## config.mk

```make
export PLATFORM = sky130hd
export DESIGN_NAME = cpu_flit_bridge
export DESIGN_NICKNAME = d
export VERILOG_FILES = /design/src/rtl/cfb_pkg.sv /design/src/rtl/cfb_bank_map.sv /design/src/rtl/cfb_hdr_pack.sv /design/src/rtl/cfb_seq.sv /design/src/rtl/cpu_flit_bridge.sv
export SDC_FILE = /design/constraint.sdc
export NUM_CORES = 1
export LEC_CHECK = 0
export BUFFER_PORTS_ARGS = -buffer_cell sky130_fd_sc_hd__buf_2
export CAP_MARGIN = 10
export CORE_MARGIN = 2
export CORE_UTILIZATION = 49
export CTS_BUF_LIST = sky130_fd_sc_hd__clkbuf_16
export DETAILED_ROUTE_END_ITERATION = 10
export GPL_ROUTABILITY_DRIVEN = 0
export HOLD_SLACK_MARGIN = 0.1
export PLACE_DENSITY = 0.8
export SLEW_MARGIN = 30
export SYNTH_ARGS = -nofsm -noshare
export SYNTH_HDL_FRONTEND = slang
export SYNTH_SLANG_ARGS = --single-unit
```

## constraint.sdc

```tcl
create_clock -name clk -period 3.9 [get_ports clk]
set_clock_uncertainty 0.15 [all_clocks]
set_input_delay 0.78 -clock clk [delete_from_list [all_inputs] [get_ports clk]]
set_output_delay 0.78 -clock clk [all_outputs]
set_load 0.02 [all_outputs]
```

## src/rtl/cfb_pkg.sv

```systemverilog
package cfb_pkg;

  localparam int FLIT_W = 32;

  typedef enum logic [1:0] {
    PK_WR_REQ = 2'b00,
    PK_RD_REQ = 2'b01,
    PK_WR_RSP = 2'b10,
    PK_RD_RSP = 2'b11
  } pkt_kind_e;

  typedef enum logic [1:0] {
    TX_HDR  = 2'd0,
    TX_ADDR = 2'd1,
    TX_DATA = 2'd2
  } tx_sel_e;

  typedef enum logic [2:0] {
    ST_IDLE    = 3'd0,
    ST_TX_HDR  = 3'd1,
    ST_TX_ADDR = 3'd2,
    ST_TX_DATA = 3'd3,
    ST_RX_HDR  = 3'd4,
    ST_RX_ADDR = 3'd5,
    ST_RX_DATA = 3'd6
  } seq_state_e;

  typedef struct packed {
    pkt_kind_e   kind;
    logic [5:0]  cpu_id;
    logic [7:0]  mem_id;
    logic [3:0]  bsel;
    logic [7:0]  waited;
    logic [3:0]  spare;
  } hdr_t;

endpackage

```

## src/rtl/cfb_bank_map.sv

```systemverilog
module cfb_bank_map #(
  parameter int ADDR_W      = 32,
  parameter int BANK_BITS   = 15,
  parameter int MEM_ID_BASE = 32
) (
  input  logic [ADDR_W-1:0] addr,
  output logic [7:0]        mem_id,
  output logic [ADDR_W-1:0] offset
);
  localparam logic [ADDR_W-1:0] OFF_MASK = {ADDR_W{1'b1}} >> (ADDR_W - BANK_BITS);

  // bank index plus base, kept to the 8-bit id field
  assign mem_id = 8'(addr >> BANK_BITS) + 8'(MEM_ID_BASE);
  assign offset = addr & OFF_MASK;
endmodule

```

## src/rtl/cfb_hdr_pack.sv

```systemverilog
module cfb_hdr_pack
  import cfb_pkg::*;
#(
  parameter int CPU_ID = 5
) (
  input  pkt_kind_e          kind,
  input  logic [7:0]         mem_id,
  input  logic [3:0]         bsel,
  output logic [FLIT_W-1:0]  flit
);
  hdr_t h;

  always_comb begin
    h.kind   = kind;
    h.cpu_id = 6'(CPU_ID);
    h.mem_id = mem_id;
    h.bsel   = bsel;
    h.waited = '0;
    h.spare  = '0;
    flit     = h;
  end
endmodule

```

## src/rtl/cfb_seq.sv

```systemverilog
module cfb_seq
  import cfb_pkg::*;
(
  input  logic    clk,
  input  logic    rst_n,
  input  logic    cpu_req,
  input  logic    is_wr,
  input  logic    tx_ready,
  input  logic    rx_valid,
  input  logic    rx_kind_ok,
  output logic    cap_en,
  output logic    tx_valid,
  output tx_sel_e tx_sel,
  output logic    rx_ready,
  output logic    rdata_en,
  output logic    done_set,
  output logic    err_set,
  output logic    busy
);
  seq_state_e state_q, state_d;

  always_comb begin
    state_d  = state_q;
    cap_en   = 1'b0;
    tx_valid = 1'b0;
    tx_sel   = TX_HDR;
    rx_ready = 1'b0;
    rdata_en = 1'b0;
    done_set = 1'b0;
    err_set  = 1'b0;
    case (state_q)
      ST_IDLE: begin
        cap_en = cpu_req;
        if (cpu_req) state_d = ST_TX_HDR;
      end
      ST_TX_HDR: begin
        tx_valid = 1'b1;
        if (tx_ready) state_d = ST_TX_ADDR;
      end
      ST_TX_ADDR: begin
        tx_valid = 1'b1;
        tx_sel   = TX_ADDR;
        if (tx_ready) state_d = is_wr ? ST_TX_DATA : ST_RX_HDR;
      end
      ST_TX_DATA: begin
        tx_valid = 1'b1;
        tx_sel   = TX_DATA;
        if (tx_ready) state_d = ST_RX_HDR;
      end
      ST_RX_HDR: begin
        rx_ready = 1'b1;
        if (rx_valid) begin
          if (rx_kind_ok) state_d = ST_RX_ADDR;
          else            err_set = 1'b1;
        end
      end
      ST_RX_ADDR: begin
        rx_ready = 1'b1;
        if (rx_valid) begin
          if (is_wr) begin
            done_set = 1'b1;
            state_d  = ST_IDLE;
          end else begin
            state_d  = ST_RX_DATA;
          end
        end
      end
      ST_RX_DATA: begin
        rx_ready = 1'b1;
        if (rx_valid) begin
          rdata_en = 1'b1;
          done_set = 1'b1;
          state_d  = ST_IDLE;
        end
      end
      default: state_d = ST_IDLE;
    endcase
  end

  always_ff @(posedge clk or negedge rst_n) begin
    if (!rst_n) state_q <= ST_IDLE;
    else        state_q <= state_d;
  end

  assign busy = (state_q != ST_IDLE);
endmodule

```

## src/rtl/cpu_flit_bridge.sv

```systemverilog
module cpu_flit_bridge
  import cfb_pkg::*;
#(
  parameter int CPU_ID      = 5,
  parameter int BANK_BITS   = 15,
  parameter int MEM_ID_BASE = 32
) (
  input  logic              clk,
  input  logic              rst_n,
  input  logic              cpu_req,
  input  logic              cpu_we,
  input  logic [FLIT_W-1:0] cpu_addr,
  input  logic [3:0]        cpu_be,
  input  logic [FLIT_W-1:0] cpu_wdata,
  output logic              cpu_stall,
  output logic              cpu_done,
  output logic [FLIT_W-1:0] cpu_rdata,
  output logic              tx_valid,
  input  logic              tx_ready,
  output logic [FLIT_W-1:0] tx_flit,
  input  logic              rx_valid,
  output logic              rx_ready,
  input  logic [FLIT_W-1:0] rx_flit,
  output logic              type_err
);
  // reset: asserted asynchronously, released through two flops
  logic rst_meta, rst_int_n;
  always_ff @(posedge clk or negedge rst_n) begin
    if (!rst_n) begin
      rst_meta  <= 1'b0;
      rst_int_n <= 1'b0;
    end else begin
      rst_meta  <= 1'b1;
      rst_int_n <= rst_meta;
    end
  end

  logic [7:0]        map_id;
  logic [FLIT_W-1:0] map_off;

  cfb_bank_map #(
    .ADDR_W(FLIT_W), .BANK_BITS(BANK_BITS), .MEM_ID_BASE(MEM_ID_BASE)
  ) u_map (
    .addr(cpu_addr), .mem_id(map_id), .offset(map_off)
  );

  // captured request
  logic              is_wr_q;
  logic [7:0]        mem_id_q;
  logic [3:0]        be_q;
  logic [FLIT_W-1:0] off_q, wdata_q, rdata_q;
  logic              done_q, err_q;

  logic    cap_en, rdata_en, done_set, err_set, busy, rx_kind_ok;
  tx_sel_e tx_sel;

  cfb_seq u_seq (
    .clk(clk), .rst_n(rst_int_n), .cpu_req(cpu_req), .is_wr(is_wr_q),
    .tx_ready(tx_ready), .rx_valid(rx_valid), .rx_kind_ok(rx_kind_ok),
    .cap_en(cap_en), .tx_valid(tx_valid), .tx_sel(tx_sel),
    .rx_ready(rx_ready), .rdata_en(rdata_en), .done_set(done_set),
    .err_set(err_set), .busy(busy)
  );

  always_ff @(posedge clk or negedge rst_int_n) begin
    if (!rst_int_n) begin
      is_wr_q  <= 1'b0;
      mem_id_q <= '0;
      be_q     <= '0;
      off_q    <= '0;
      wdata_q  <= '0;
    end else if (cap_en) begin
      is_wr_q  <= cpu_we;
      mem_id_q <= map_id;
      be_q     <= cpu_be;
      off_q    <= map_off;
      wdata_q  <= cpu_wdata;
    end
  end

  always_ff @(posedge clk or negedge rst_int_n) begin
    if (!rst_int_n)    rdata_q <= '0;
    else if (rdata_en) rdata_q <= rx_flit;
  end

  always_ff @(posedge clk or negedge rst_int_n) begin
    if (!rst_int_n) begin
      done_q <= 1'b0;
      err_q  <= 1'b0;
    end else begin
      done_q <= done_set;
      err_q  <= err_set;
    end
  end

  pkt_kind_e         req_kind, rsp_kind;
  logic [FLIT_W-1:0] hdr_flit;

  assign req_kind   = is_wr_q ? PK_WR_REQ : PK_RD_REQ;
  assign rsp_kind   = is_wr_q ? PK_WR_RSP : PK_RD_RSP;
  assign rx_kind_ok = (rx_flit[31:30] == rsp_kind);

  cfb_hdr_pack #(.CPU_ID(CPU_ID)) u_hdr (
    .kind(req_kind), .mem_id(mem_id_q), .bsel(be_q), .flit(hdr_flit)
  );

  always_comb begin
    case (tx_sel)
      TX_ADDR: tx_flit = off_q;
      TX_DATA: tx_flit = wdata_q;
      default: tx_flit = hdr_flit;
    endcase
  end

  assign cpu_stall = busy;
  assign cpu_done  = done_q;
  assign cpu_rdata = rdata_q;
  assign type_err  = err_q;
endmodule

```

Word level (Yosys, flattened, before mapping) --
Index checks and enable logic that the tools add are counted.
Operators by class: add/subtract/negate cells 1, equality and inequality tests 17, multiplexer cells 26, reduce and logical (&&, ||, !) cells 5
Operators with widths (count):
- one-hot mux 32 bit (2 select lines) | 1
- two-way mux 3 bit | 10
- one-hot mux 3 bit (7 select lines) | 1
- inequality test 2 bit (second input constant) | 8
- two-way mux 1 bit | 12
- equality test 3 bit (second input constant) | 3
- adder 8 x 6 -> 8 bit (second input constant) | 1
- AND reduction 8 bit | 1
- equality test 3 x 2 -> 1 bit (second input constant) | 2
- OR reduction 3 bit | 2
- one-hot mux 2 bit (2 select lines) | 1
- equality test 3 x 1 -> 1 bit (second input constant) | 1
- logical NOT 3 bit | 1
- nonzero test 3 bit | 1
- equality test 2 x 1 -> 1 bit (second input constant) | 1
- equality test 2 bit | 1
- equality test 2 bit (second input constant) | 1
- one-hot mux 1 bit (2 select lines) | 1
Storage, ports and cells: register bits 99, input port bits 106, output and inout port bits 69, word-level logic and storage cells 60

Longest topological paths before layout --
Gate-level depths: netlist (run 1).
depth in word-level cells 5, depth in mapped cells 10, gate-level depth less buffers 8

Cells and area by module --
A second synthesis (run 1) with hierarchy kept.
Second synthesis, totals: cell total of the unflattened synthesis 467, area, all modules 5676.7 um^2
Modules (own cells, without submodules):
- cpu_flit_bridge | times used 1, cells an instance 354, area an instance 4848.4 um^2, sequential area each 2827.7 um^2
- cfb_bank_map | times used 1, cells an instance 41, area an instance 306.5 um^2, sequential area each 0.0 um^2
- cfb_seq | times used 1, cells an instance 38, area an instance 274.0 um^2, sequential area each 75.1 um^2
- cfb_hdr_pack | times used 1, cells an instance 34, area an instance 247.7 um^2, sequential area each 0.0 um^2

Worst setup path before layout (run 1) --
Ideal clock, no wire load.
path type reg-to-output, start point reg u_seq.state_q[1], end point out tx_flit[12], data arrival time 1.940 ns, required time 2.970 ns, slack 1.030 ns, stages on the path, launching flop included 7, path buffers 2, cells stage by stage dfrtp_1 > and2b_1 > and2_1 > ha_1 > clkbuf_1 > clkbuf_1 > o21ai_0
On the way: longest elaborated chain between the ends 4, elaborated cells on any way between the ends 6, those cells by class eq/ne: 4; mux: 2
RTL lines:
- start, declared | RTL line cfb_seq.sv:20 | seq_state_e state_q, state_d;
- start signal, assigned | RTL line cfb_seq.sv:82 | else state_q <= state_d;
- equality test 3 x 2 -> 1 bit | RTL line cfb_seq.sv:31 | case (state_q)
- one-hot mux 2 bit (2 select lines) * | RTL line cfb_seq.sv:31
- equality test 2 bit / equality test 2 x 1 -> 1 bit (equally long branches) | RTL line cpu_flit_bridge.sv:108 | case (tx_sel)
- one-hot mux 32 bit (2 select lines) * | RTL line cpu_flit_bridge.sv:108
- end, declared | RTL line cpu_flit_bridge.sv:20 | output logic [FLIT_W-1:0] tx_flit,
Mark *: on every way between the ends. The rest lies on a longest branch, timed or not.

Final worst setup path (run 1) --
start point reg u_seq.state_q[0], end point out tx_flit[13]
The elaborated chain is that of the path after synthesis.

==> impl_metrics.env, run 1 <==
export IMPL_outcome="finished, final reports clean"
export IMPL_die_height_microns=100
export IMPL_power_density_nw_per_um2=872
export IMPL_async_flop_share_pct=100
export IMPL_dp_hpwl_microns=6660
export IMPL_ant_nets=0
export IMPL_diodes=0
export IMPL_ys_ff_latch=99
export IMPL_synthCells=319
export IMPL_areaGrowthSynthToFinish_pct=26.5
export IMPL_row_count=35
export IMPL_coreArea_sq_um=9110
export IMPL_use_met2_pct=29.2
export IMPL_floorplan_initialDensity_pct=49.9
export IMPL_hold_path_class="reg2async"
export IMPL_use_met1_pct=24.3
export IMPL_setup_viol=0
export IMPL_intPower_mw=3.18
export IMPL_max_slew_worst_pin_slew_ns=0.854
export IMPL_grt_busiest_layer="met2"
export IMPL_cts_clk_slew_worst_paths_ns=0.07
export IMPL_required_ns=2.97
export IMPL_crit_fanout=16
export IMPL_die_area_sq_um=10100
export IMPL_seq_area_frac_synth_pct=54.5
export IMPL_die_w_microns=100
export IMPL_p_leak_nw=2.94
export IMPL_cp_num_buf_inv=3
export IMPL_layout_min_cycle_time_ns=3.63
export IMPL_port_buffers=165
export IMPL_drc=0
export IMPL_final_cell_mix="buf_2, dfrtp_1, mux2_4"
export IMPL_nNetsFinal=591
export IMPL_dpl_cell_area_sq_um=5400
export IMPL_rsz0062_at_grt="no"
export IMPL_grt_pass1_wl_microns=14600
export IMPL_crit_path_top_delay_cell="dfrtp_1"
export IMPL_p_comb_share_pct=46.2
export IMPL_fin_util_pct=63.1
export IMPL_tritoncts="yes"
export IMPL_r2r_cells=3
export IMPL_io_pins=175
export IMPL_r2r_end="cpu_rdata[23]$_DFFE_PN0P_"
export IMPL_finalHoldViolations=0
export IMPL_drive_above_1_share_pct=58.6
export IMPL_routed_wl_microns=9400
export IMPL_ir_worst_vdd_uv=452
export IMPL_synth_distinct_cells=37
export IMPL_clockPowerShare_pct=17.6
export IMPL_drtIter0Drc=106
export IMPL_vias=3030
export IMPL_root_buffer="clkbuf_16"
export IMPL_use_met3_pct=5.36
export IMPL_postLayoutCellArea_sq_um=5750
export IMPL_tns_ns=0
export IMPL_finalMaxSlewViolations=0
export IMPL_antenna_found_initial=0
export IMPL_startpoint_type="flip-flop"
export IMPL_via_per_inst=5.08
export IMPL_r2r_slack_ns=1.64
export IMPL_postSynthAreaPerCell_sq_um=14.2
export IMPL_clockBufferDepth=2
export IMPL_end_kind="primary output"
export IMPL_maxCapViolations=0
export IMPL_period_share_pct=93.1
export IMPL_slew_headroom_pct=42.9
export IMPL_crit_family="buffers and inverters"
export IMPL_fillCellCount=730
export IMPL_grt_pass1_vias=3131
export IMPL_swShare_pct=36.6
export IMPL_p_sw_mw=1.84
export IMPL_synth_edf_count=0
export IMPL_numClockSinks=99
export IMPL_critPathArrivalTime_ns=2.70
export IMPL_post_cts_resized=0
export IMPL_grt_use_total_pct=18.2
export IMPL_cts_buffers=9
export IMPL_final_common_cell="buf_2"
export IMPL_grt_ovfl_total=0
export IMPL_synth_nets=429
export IMPL_holdWs_ns=0.193
export IMPL_crit_type="reg2out"
export IMPL_fmax_mhz=275
export IMPL_synth_flop_cell="dfrtp_1"
export IMPL_crit_chain="and2b_1, and2_1, inv_1, ha_1, buf_4, a22oi_1, o21ai_0, buf_2"
export IMPL_critPathMaxStageDelay_ns=0.56
export IMPL_synth_warning_count=0
export IMPL_grt_max_degree=73
export IMPL_sequentialPowerShare_pct=36.2
export IMPL_clock_latency_ns=0.33
export IMPL_firstDrtPassIters=4
export IMPL_wl_per_cell_microns=15.7
export IMPL_syn_area_sq_um=4540
export IMPL_rr_startpoint="u_seq.state_q[1]$_DFFE_PN0P_"
export IMPL_htree_levels=3
==> cell usage after synthesis (all sizes together), types with 2 or more instances <==
cell type,instances,area share [%]
a21oi,6,0.66
ha,4,1.1
a22oi,15,2.5
nor2b,2,0.28
mux2i,2,0.44
mux2,91,27
a211oi,2,0.33
nor2,18,1.5
nand3,2,0.33
inv,6,0.55
clkbuf,9,0.74
and2,6,0.83
nand2,13,1.1
buf,14,3.1
a22o,7,1.3
dfrtp,99,55
o21ai,9,1.1
==> flip-flops by register name, indices dropped and copies added, names as in the netlist <==
name,cells
be_q,4
cpu_done,1
cpu_rdata,32
is_wr_q,1
mem_id_q,8
off_q,15
rst_int_n,1
rst_meta,1
type_err,1
u_seq.state_q,3
wdata_q,32
==> metrics by stage <==
stage	std cells	setup slack, ns	total power, mW
after CTS	595	0.236	5.06
final	597	0.267	5.01
after global placement	578	0.663	4.07
after floorplan	319	0.788	3.48
after global routing	597	0.112	5.31
after detailed placement	578	0.616	4.15
==> power by group through the flow <==
| stage | Sequential, mW | Clock [mW] | Combinational [mW] |
|---|---|---|---|
| global placement | 1.80 | 0 | 2.27 |
| floorplan | 1.86 | 0 | 1.63 |
| detailed placement | 1.83 | 0 | 2.32 |
| CTS | 1.82 | 0.907 | 2.33 |
| finish | 1.81 | 0.882 | 2.32 |
| global route | 1.87 | 0.952 | 2.49 |
==> repair_timing <==
item,CTS,global route
endpoints found under the setup margin,0,0
hold buffers,1,1
endpoints found under the hold margin,2,19
setup buffers,0,0
==> logic make-up after synthesis <==
logic type,count (synthesis),synth area share [%]
other cells,1,0.0825
compound gates,44,6.97
xor+xnor,2,0.386
buf+inv,29,4.38
mux,93,27.7
flops,99,54.5
simple gates,47,4.87
fa+ha+maj,4,1.10
==> final cells by class <==
type,count,area (sq um),area share (%)
Tap cell,111,139,2.42
Timing Repair Buffer,174,931,16.2
Inverter,6,25.0,0.435
Multi-Input combinational cell,191,1870,32.6
Clock inverter,7,72.6,1.26
Clock buffer,9,225,3.92
Sequential cell,99,2480,43.2
==> worst max-delay path by stage <==
stage | startpoint | to | slack [ns] | depth (start not counted)
final | u_seq.state_q[0]$_DFFE_PN0P_ | tx_flit[13] | 0.27 | 8
after global routing | u_seq.state_q[0]$_DFFE_PN0P_ | tx_flit[12] | 0.11 | 8
after CTS | u_seq.state_q[0]$_DFFE_PN0P_ | tx_flit[13] | 0.24 | 8
after detailed placement | u_seq.state_q[0]$_DFFE_PN0P_ | tx_flit[13] | 0.62 | 8
after global placement | u_seq.state_q[0]$_DFFE_PN0P_ | tx_flit[13] | 0.66 | 8
after floorplan | rst_int_n$_DFF_PN0_ | be_q[0]$_DFFE_PN0P_ | 0.79 | 0
==> metal layers <==
metal	vias to the layer above	share of wire, %
met2	109	47
met3	6	6.6
li1	1439	-
met4	0	0.69
met1	1476	45
met5	-	0
Note: power is estimated with default switching activity, not from simulation.
==> inputs of run 2 (changes only) <==
--- a/config.mk
+++ b/config.mk
@@ -8,13 +8,14 @@
 export BUFFER_PORTS_ARGS = -buffer_cell sky130_fd_sc_hd__buf_2
 export CAP_MARGIN = 10
 export CORE_MARGIN = 2
-export CORE_UTILIZATION = 49
+export CORE_UTILIZATION = 52
 export CTS_BUF_LIST = sky130_fd_sc_hd__clkbuf_16
 export DETAILED_ROUTE_END_ITERATION = 10
 export GPL_ROUTABILITY_DRIVEN = 0
 export HOLD_SLACK_MARGIN = 0.1
-export PLACE_DENSITY = 0.8
+export PLACE_DENSITY = 0.81
 export SLEW_MARGIN = 30
 export SYNTH_ARGS = -nofsm -noshare
 export SYNTH_HDL_FRONTEND = slang
+export SYNTH_HIERARCHICAL = 1
 export SYNTH_SLANG_ARGS = --single-unit
==> run 2 against run 1 <==
Compared with the run above: register-to-register slack lost 0.25 ns; critical path depth rose by 1; clock-buffer cell count rose by 8; sequential cell count grew 17; fmax is 1.7% higher; global-route usage grew 2.6 points; sequential power grew 17%; via count increased by 23%; setup slack better by 0.059 ns; hold slack lost 0.099 ns; design area is 20% higher.
==> impl_metrics.env, run 2 <==
export IMPL_htree_levels=4
export IMPL_p_leak_nw=3.38
export IMPL_end_kind="primary output"
export IMPL_fillCellCount=869
export IMPL_drive_above_1_share_pct=51.7
export IMPL_setup_viol=0
export IMPL_root_buffer="clkbuf_16"
export IMPL_grt_ovfl_total=0
export IMPL_crit_fanout=44
export IMPL_diodes=0
export IMPL_row_count=38
export IMPL_grt_max_degree=45
export IMPL_p_comb_share_pct=39.1
export IMPL_stdcell_count=749
export IMPL_wl_per_cell_microns=15.5
export IMPL_seq_area_frac_synth_pct=51.1
export IMPL_maxCapViolations=0
export IMPL_clock_latency_ns=0.40
export IMPL_holdWs_ns=0.0942
export IMPL_r2r_slack_ns=1.39
export IMPL_hold_path_class="reg2async"
export IMPL_startpoint_type="flip-flop"
export IMPL_ys_ff_latch=116
export IMPL_die_height_microns=108
export IMPL_cts_clk_slew_worst_paths_ns=0.05
export IMPL_r2r_cells=4
export IMPL_fin_util_pct=64.0
export IMPL_vias=3738
export IMPL_synth_flop_cell="dfrtp_1"
export IMPL_swShare_pct=34.9
export IMPL_drc=0
export IMPL_crit_path_top_delay_cell="ha_2"
export IMPL_antenna_found_initial=0
export IMPL_nNetsFinal=706
export IMPL_tritoncts="yes"
export IMPL_finalHoldViolations=0
export IMPL_multi_input_area_sq_um=2190
export IMPL_ant_nets=0
export IMPL_cts_buffers=17
export IMPL_rsz0062_at_grt="no"
export IMPL_clockPowerShare_pct=26.4
export IMPL_final_common_cell="buf_2"
export IMPL_synth_area_leader_cell="dfrtp_1"
export IMPL_synthCells=467
export IMPL_postSynthAreaPerCell_sq_um=12.2
export IMPL_layout_min_cycle_time_ns=3.57
export IMPL_io_pins=175
export IMPL_die_area_sq_um=11800
export IMPL_final_cell_mix="buf_2, dfrtp_1, mux2_2"
export IMPL_synth_edf_count=0
export IMPL_syn_area_sq_um=5680
export IMPL_floorplan_initialDensity_pct=52.8
export IMPL_p_sw_mw=2.15
export IMPL_via_per_inst=4.99
export IMPL_routed_wl_microns=11600
export IMPL_ir_worst_vdd_uv=484
export IMPL_sequentialPowerShare_pct=34.5
export IMPL_synth_commonest_cells="dfrtp_1, mux2_2, buf_4, nand2_1, o21ai_0"
export IMPL_finalMaxSlewViolations=0
export IMPL_synth_area_leaders="dfrtp_1, mux2_2, buf_4"
export IMPL_areaGrowthSynthToFinish_pct=21.2
export IMPL_crit_type="reg2out"
export IMPL_synth_most_common_cell="dfrtp_1"
export IMPL_numClockSinks=116
export IMPL_fmax_mhz=280
export IMPL_synth_warning_count=6
export IMPL_synth_distinct_cells=31
export IMPL_coreArea_sq_um=10700
export IMPL_synth_top_area_share_pct=51.1
export IMPL_max_slew_worst_pin_slew_ns=0.616
export IMPL_die_w_microns=108
export IMPL_outcome="finished, final reports clean"
export IMPL_required_ns=2.97
export IMPL_grt_pass1_vias=3906
export IMPL_dp_hpwl_microns=8080
export IMPL_total_power_mw=6.15
export IMPL_post_cts_resized=0
export IMPL_grt_pass1_wl_microns=18500
export IMPL_async_flop_share_pct=100
export IMPL_clockBufferDepth=2
export IMPL_slew_headroom_pct=58.9
export IMPL_grt_use_total_pct=20.8
export IMPL_intPower_mw=4.01
export IMPL_register_area_sq_um=2910
export IMPL_rr_startpoint="u_seq/state_q[1]$_DFFE_PN0P_"
export IMPL_crit_chain="inv_1, nand2_1, nor2_1, inv_1, ha_2, buf_12, nand2_1, o21ai_0, buf_2"
export IMPL_power_density_nw_per_um2=894
export IMPL_drtIter0Drc=121
export IMPL_critPathArrivalTime_ns=2.64
export IMPL_tns_ns=0
export IMPL_firstDrtPassIters=4
export IMPL_port_buffers=165
export IMPL_post_cts_setup_buffers=0
export IMPL_cp_num_buf_inv=4
export IMPL_dp_cells=717
export IMPL_critPathMaxStageDelay_ns=0.57
export IMPL_crit_family="buffers and inverters"
export IMPL_period_share_pct=91.6
export IMPL_r2r_end="off_q[31]$_DFFE_PN0P_"
## run 2: changes by cell type in the layout (fill, tap and decap cells not counted), moves of 25 or more
| cell | delta |
|---|---|
| mux2_2 | +54 |
| mux2_4 | -39 |
| o21ai_0 | +25 |
| nand2_1 | +25 |
| conb_1 | +36 |
## run 2: area by class of cell
type | instances | share of cell area (%)
clock buffers | 17 | 6.18
clock inverters | 14 | 2.80
inverters | 6 | 0.327
multi-input cells | 279 | 31.8
flip-flops and latches | 116 | 42.2
well taps | 140 | 2.55
repair buffers | 177 | 14.1
## run 2: repair_timing
item / in CTS / in global routing
hold buffers: 1 / 0
hold endpoints to repair: 2 / 0
endpoints found under the setup margin: 0 / 0
## run 2: logic make-up (layout without fill, tap and decap cells)
family          count (synthesis)  after routing  share of synthesized area, %
flops                         116            116                          51.1
xor+xnor                        2              2                         0.309
other cells                     5             37                         0.331
mux                           108            108                          22.6
buf+inv                       104            214                          12.6
compound gates                 81             81                          8.99
fa+ha+maj                       3              3                         0.661
simple gates                   48             48                          3.39
## run 2: worst reg2reg max path: stages, from the launching register on
cell	delay, ns
dfrtp_1	0.51
nor2_1	0.29
and3_4	0.64
buf_4	0.42
mux2_2	0.39
## run 2: worst max path at each step
stage                            startpoint                  end  slack, ns  cells past startpoint
6_report       u_seq/state_q[0]$_DFFE_PN0P_          tx_flit[12]       0.33                      9
4_1_cts        u_seq/state_q[0]$_DFFE_PN0P_          tx_flit[12]       0.29                      9
3_3_place_gp   u_seq/state_q[0]$_DFFE_PN0P_          tx_flit[14]       0.83                      9
2_1_floorplan           rst_int_n$_DFF_PN0_  be_q[0]$_DFFE_PN0P_       0.28                      0
3_5_place_dp   u_seq/state_q[0]$_DFFE_PN0P_          tx_flit[12]       0.75                      9
5_1_grt        u_seq/state_q[0]$_DFFE_PN0P_          tx_flit[12]       0.07                      9
## run 2: metal layers
| layer | vias to the layer above | wire length [microns] | track usage [%] |
|---|---|---|---|
| li1 | 1775 | - | - |
| met1 | 1810 | 4800 | 23.9 |
| met2 | 139 | 5740 | 35.0 |
| met3 | 14 | 889 | 7.96 |
| met4 | 0 | 155 | 8.24 |
| met5 | - | 0 | 0 |
## run 2: power groups by stage
stage          combinational, mW  sequential (mW)  clock [mW]
2_1_floorplan               1.76             2.21           0
3_3_place_gp                2.33             2.10           0
3_5_place_dp                2.42             2.13           0
4_1_cts                     2.43             2.12        1.65
5_1_grt                     2.62             2.20        1.71
6_report                    2.40             2.12        1.63
## run 2: stage by stage
| stage | instance area [sq um] | worst slack (ns) |
|---|---|---|
| 2_1_floorplan | 5800 | 0.279 |
| 3_3_place_gp | 6210 | 0.829 |
| 3_5_place_dp | 6250 | 0.755 |
| 4_1_cts | 6880 | 0.288 |
| 5_1_grt | 6880 | 0.0745 |
| 6_report | 6880 | 0.327 |
==> inputs of run 3 (changes only) <==
--- a/config.mk
+++ b/config.mk
@@ -8,12 +8,11 @@
 export BUFFER_PORTS_ARGS = -buffer_cell sky130_fd_sc_hd__buf_2
 export CAP_MARGIN = 10
 export CORE_MARGIN = 2
-export CORE_UTILIZATION = 52
+export CORE_UTILIZATION = 26
 export CTS_BUF_LIST = sky130_fd_sc_hd__clkbuf_16
 export DETAILED_ROUTE_END_ITERATION = 10
 export GPL_ROUTABILITY_DRIVEN = 0
 export HOLD_SLACK_MARGIN = 0.1
-export PLACE_DENSITY = 0.81
 export SLEW_MARGIN = 30
 export SYNTH_ARGS = -nofsm -noshare
 export SYNTH_HDL_FRONTEND = slang
==> run 3 against run 2 <==
Compared with the run above: clock-buffer cell count did not move; design area rose by 1.4%; fmax fell by 0.78%; sequential share of layout area fell by 0.58 points; wire length rose by 3.9%; utilization fell by 32 points; setup slack got worse by 0.028 ns; total power fell by 2.6%; highest routed layer is now met5; critical path type unchanged; combinational power barely moved; sequential cell count did not move.
==> impl_metrics.env, run 3 (synthesized netlist as in run 2, its figures left out) <==
export IMPL_htree_levels=4
export IMPL_drtIter0Drc=130
export IMPL_layout_min_cycle_time_ns=3.60
export IMPL_ant_nets=0
export IMPL_clock_latency_ns=0.41
export IMPL_final_common_cell="buf_2"
export IMPL_dp_hpwl_microns=8220
export IMPL_port_buffers=165
export IMPL_period_share_pct=92.3
export IMPL_holdWs_ns=0.206
export IMPL_grt_pass1_vias=3791
export IMPL_root_buffer="clkbuf_16"
export IMPL_coreArea_sq_um=21600
export IMPL_grt_max_degree=63
export IMPL_dpl_cell_area_sq_um=6400
export IMPL_p_leak_nw=3.31
export IMPL_dpl_worst_slack_ns=0.669
export IMPL_swShare_pct=36.4
export IMPL_postLayoutCellArea_sq_um=6980
export IMPL_dp_cells=853
export IMPL_hold_path_class="reg2reg"
export IMPL_post_cts_resized=0
export IMPL_cts_buffers=17
export IMPL_intPower_mw=3.81
export IMPL_areaGrowthSynthToFinish_pct=22.9
export IMPL_drive_above_1_share_pct=52.0
export IMPL_r2r_slack_ns=1.55
export IMPL_crit_family="buffers and inverters"
export IMPL_crit_path_top_delay_cell="dfrtp_1"
export IMPL_sequentialPowerShare_pct=35.1
export IMPL_via_per_inst=4.17
export IMPL_r2r_end="wdata_q[27]$_DFFE_PN0P_"
export IMPL_cp_endpoint="tx_flit[30]"
export IMPL_setup_ws_ns=0.298
export IMPL_nNetsFinal=702
export IMPL_rsz0062_at_grt="no"
export IMPL_required_ns=2.97
export IMPL_tns_ns=0
export IMPL_diodes=0
export IMPL_drc=0
export IMPL_maxCapViolations=0
export IMPL_critPathMaxStageDelay_ns=0.54
export IMPL_max_slew_worst_pin_slew_ns=0.706
export IMPL_clockPowerShare_pct=25.0
export IMPL_die_height_microns=152
export IMPL_crit_fanout=19
export IMPL_p_comb_share_pct=39.9
export IMPL_final_cell_mix="buf_2, dfrtp_1, mux2_2"
export IMPL_ir_worst_vdd_uv=297
export IMPL_highest_layer="met5"
export IMPL_crit_type="reg2out"
export IMPL_r2r_cells=4
export IMPL_die_area_sq_um=23000
export IMPL_finalHoldViolations=0
export IMPL_wl_per_cell_microns=13.6
export IMPL_total_power_mw=5.99
export IMPL_tritoncts="yes"
export IMPL_io_pins=175
export IMPL_routed_wl_microns=12000
export IMPL_wl_met2_microns=5490
export IMPL_routed_wl_met3_microns=1070
export IMPL_setup_viol=0
export IMPL_end_kind="primary output"
export IMPL_row_count=54
export IMPL_outcome="finished, final reports clean"
export IMPL_clockBufferDepth=2
export IMPL_wl_met1_microns=5290
export IMPL_fmax_mhz=278
export IMPL_numClockSinks=116
export IMPL_critPathArrivalTime_ns=2.67
export IMPL_firstDrtPassIters=4
export IMPL_floorplan_initialDensity_pct=26.3
export IMPL_startpoint_type="flip-flop"
export IMPL_worstSetupStartpoint="u_seq/state_q[0]$_DFFE_PN0P_"
export IMPL_cp_num_buf_inv=4
export IMPL_p_sw_mw=2.18
export IMPL_finalMaxSlewViolations=0
export IMPL_crit_chain="inv_1, nand2_1, nor2_1, inv_1, ha_2, buf_12, a22oi_1, o21ai_0, buf_2"
export IMPL_vias=3697
export IMPL_fin_util_pct=32.3
export IMPL_power_density_nw_per_um2=859
export IMPL_grt_ovfl_total=0
export IMPL_path_common_cell="inv_1"
export IMPL_slew_headroom_pct=52.9
export IMPL_grt_pass1_wl_microns=19200
export IMPL_stdcell_count=886
export IMPL_antenna_found_initial=1
export IMPL_cts_clk_slew_worst_paths_ns=0.06
export IMPL_cp_depth=9
export IMPL_grt_use_total_pct=11.0
export IMPL_rr_startpoint="u_seq/state_q[1]$_DFFE_PN0P_"
export IMPL_die_w_microns=152
-- run 3: what timing repair did --
| item | 4_1_cts | 5_1_grt |
|---|---|---|
| setup buffers | 0 | 0 |
| hold buffers | 1 | 0 |
| hold endpoints to repair | 2 | 0 |
| endpoints found under the setup margin | 0 | 0 |
-- run 3: worst min-delay path by stage --
stage / slack (ns) / cells past startpoint / to / startpoint
floorplan: 0.18 / 0 / rst_int_n$_DFF_PN0_ / rst_meta$_DFF_PN0_
global placement: 0.18 / 0 / rst_int_n$_DFF_PN0_ / rst_meta$_DFF_PN0_
detailed placement: 0.20 / 0 / rst_int_n$_DFF_PN0_ / rst_meta$_DFF_PN0_
CTS: 0.21 / 0 / rst_int_n$_DFF_PN0_ / rst_meta$_DFF_PN0_
global route: 0.21 / 0 / rst_int_n$_DFF_PN0_ / rst_meta$_DFF_PN0_
finish: 0.21 / 0 / rst_int_n$_DFF_PN0_ / rst_meta$_DFF_PN0_
-- run 3: routing by layer --
metal	GRT usage [%]	up-vias
met5	0	-
met4	4.31	2
met3	4.79	12
met2	17.2	126
met1	13.3	1784
li1	-	1773
-- run 3: layout make-up --
type                       count  area [sq um]
inverter                       6          22.5
sequential                   116          2910
clock inverter                15           141
timing repair buffer         173           938
fill                        2220         14600
multi-input combinational    279          2190
tap                          280           350
clock buffer                  17           425
-- run 3: power groups by stage --
stage	Sequential [mW]	Clock, mW	Combinational, mW
3_3_place_gp	2.11	0	2.40
3_5_place_dp	2.13	0	2.44
5_1_grt	2.19	1.61	2.64
2_1_floorplan	2.21	0	1.76
6_report	2.10	1.50	2.39
4_1_cts	2.11	1.55	2.45
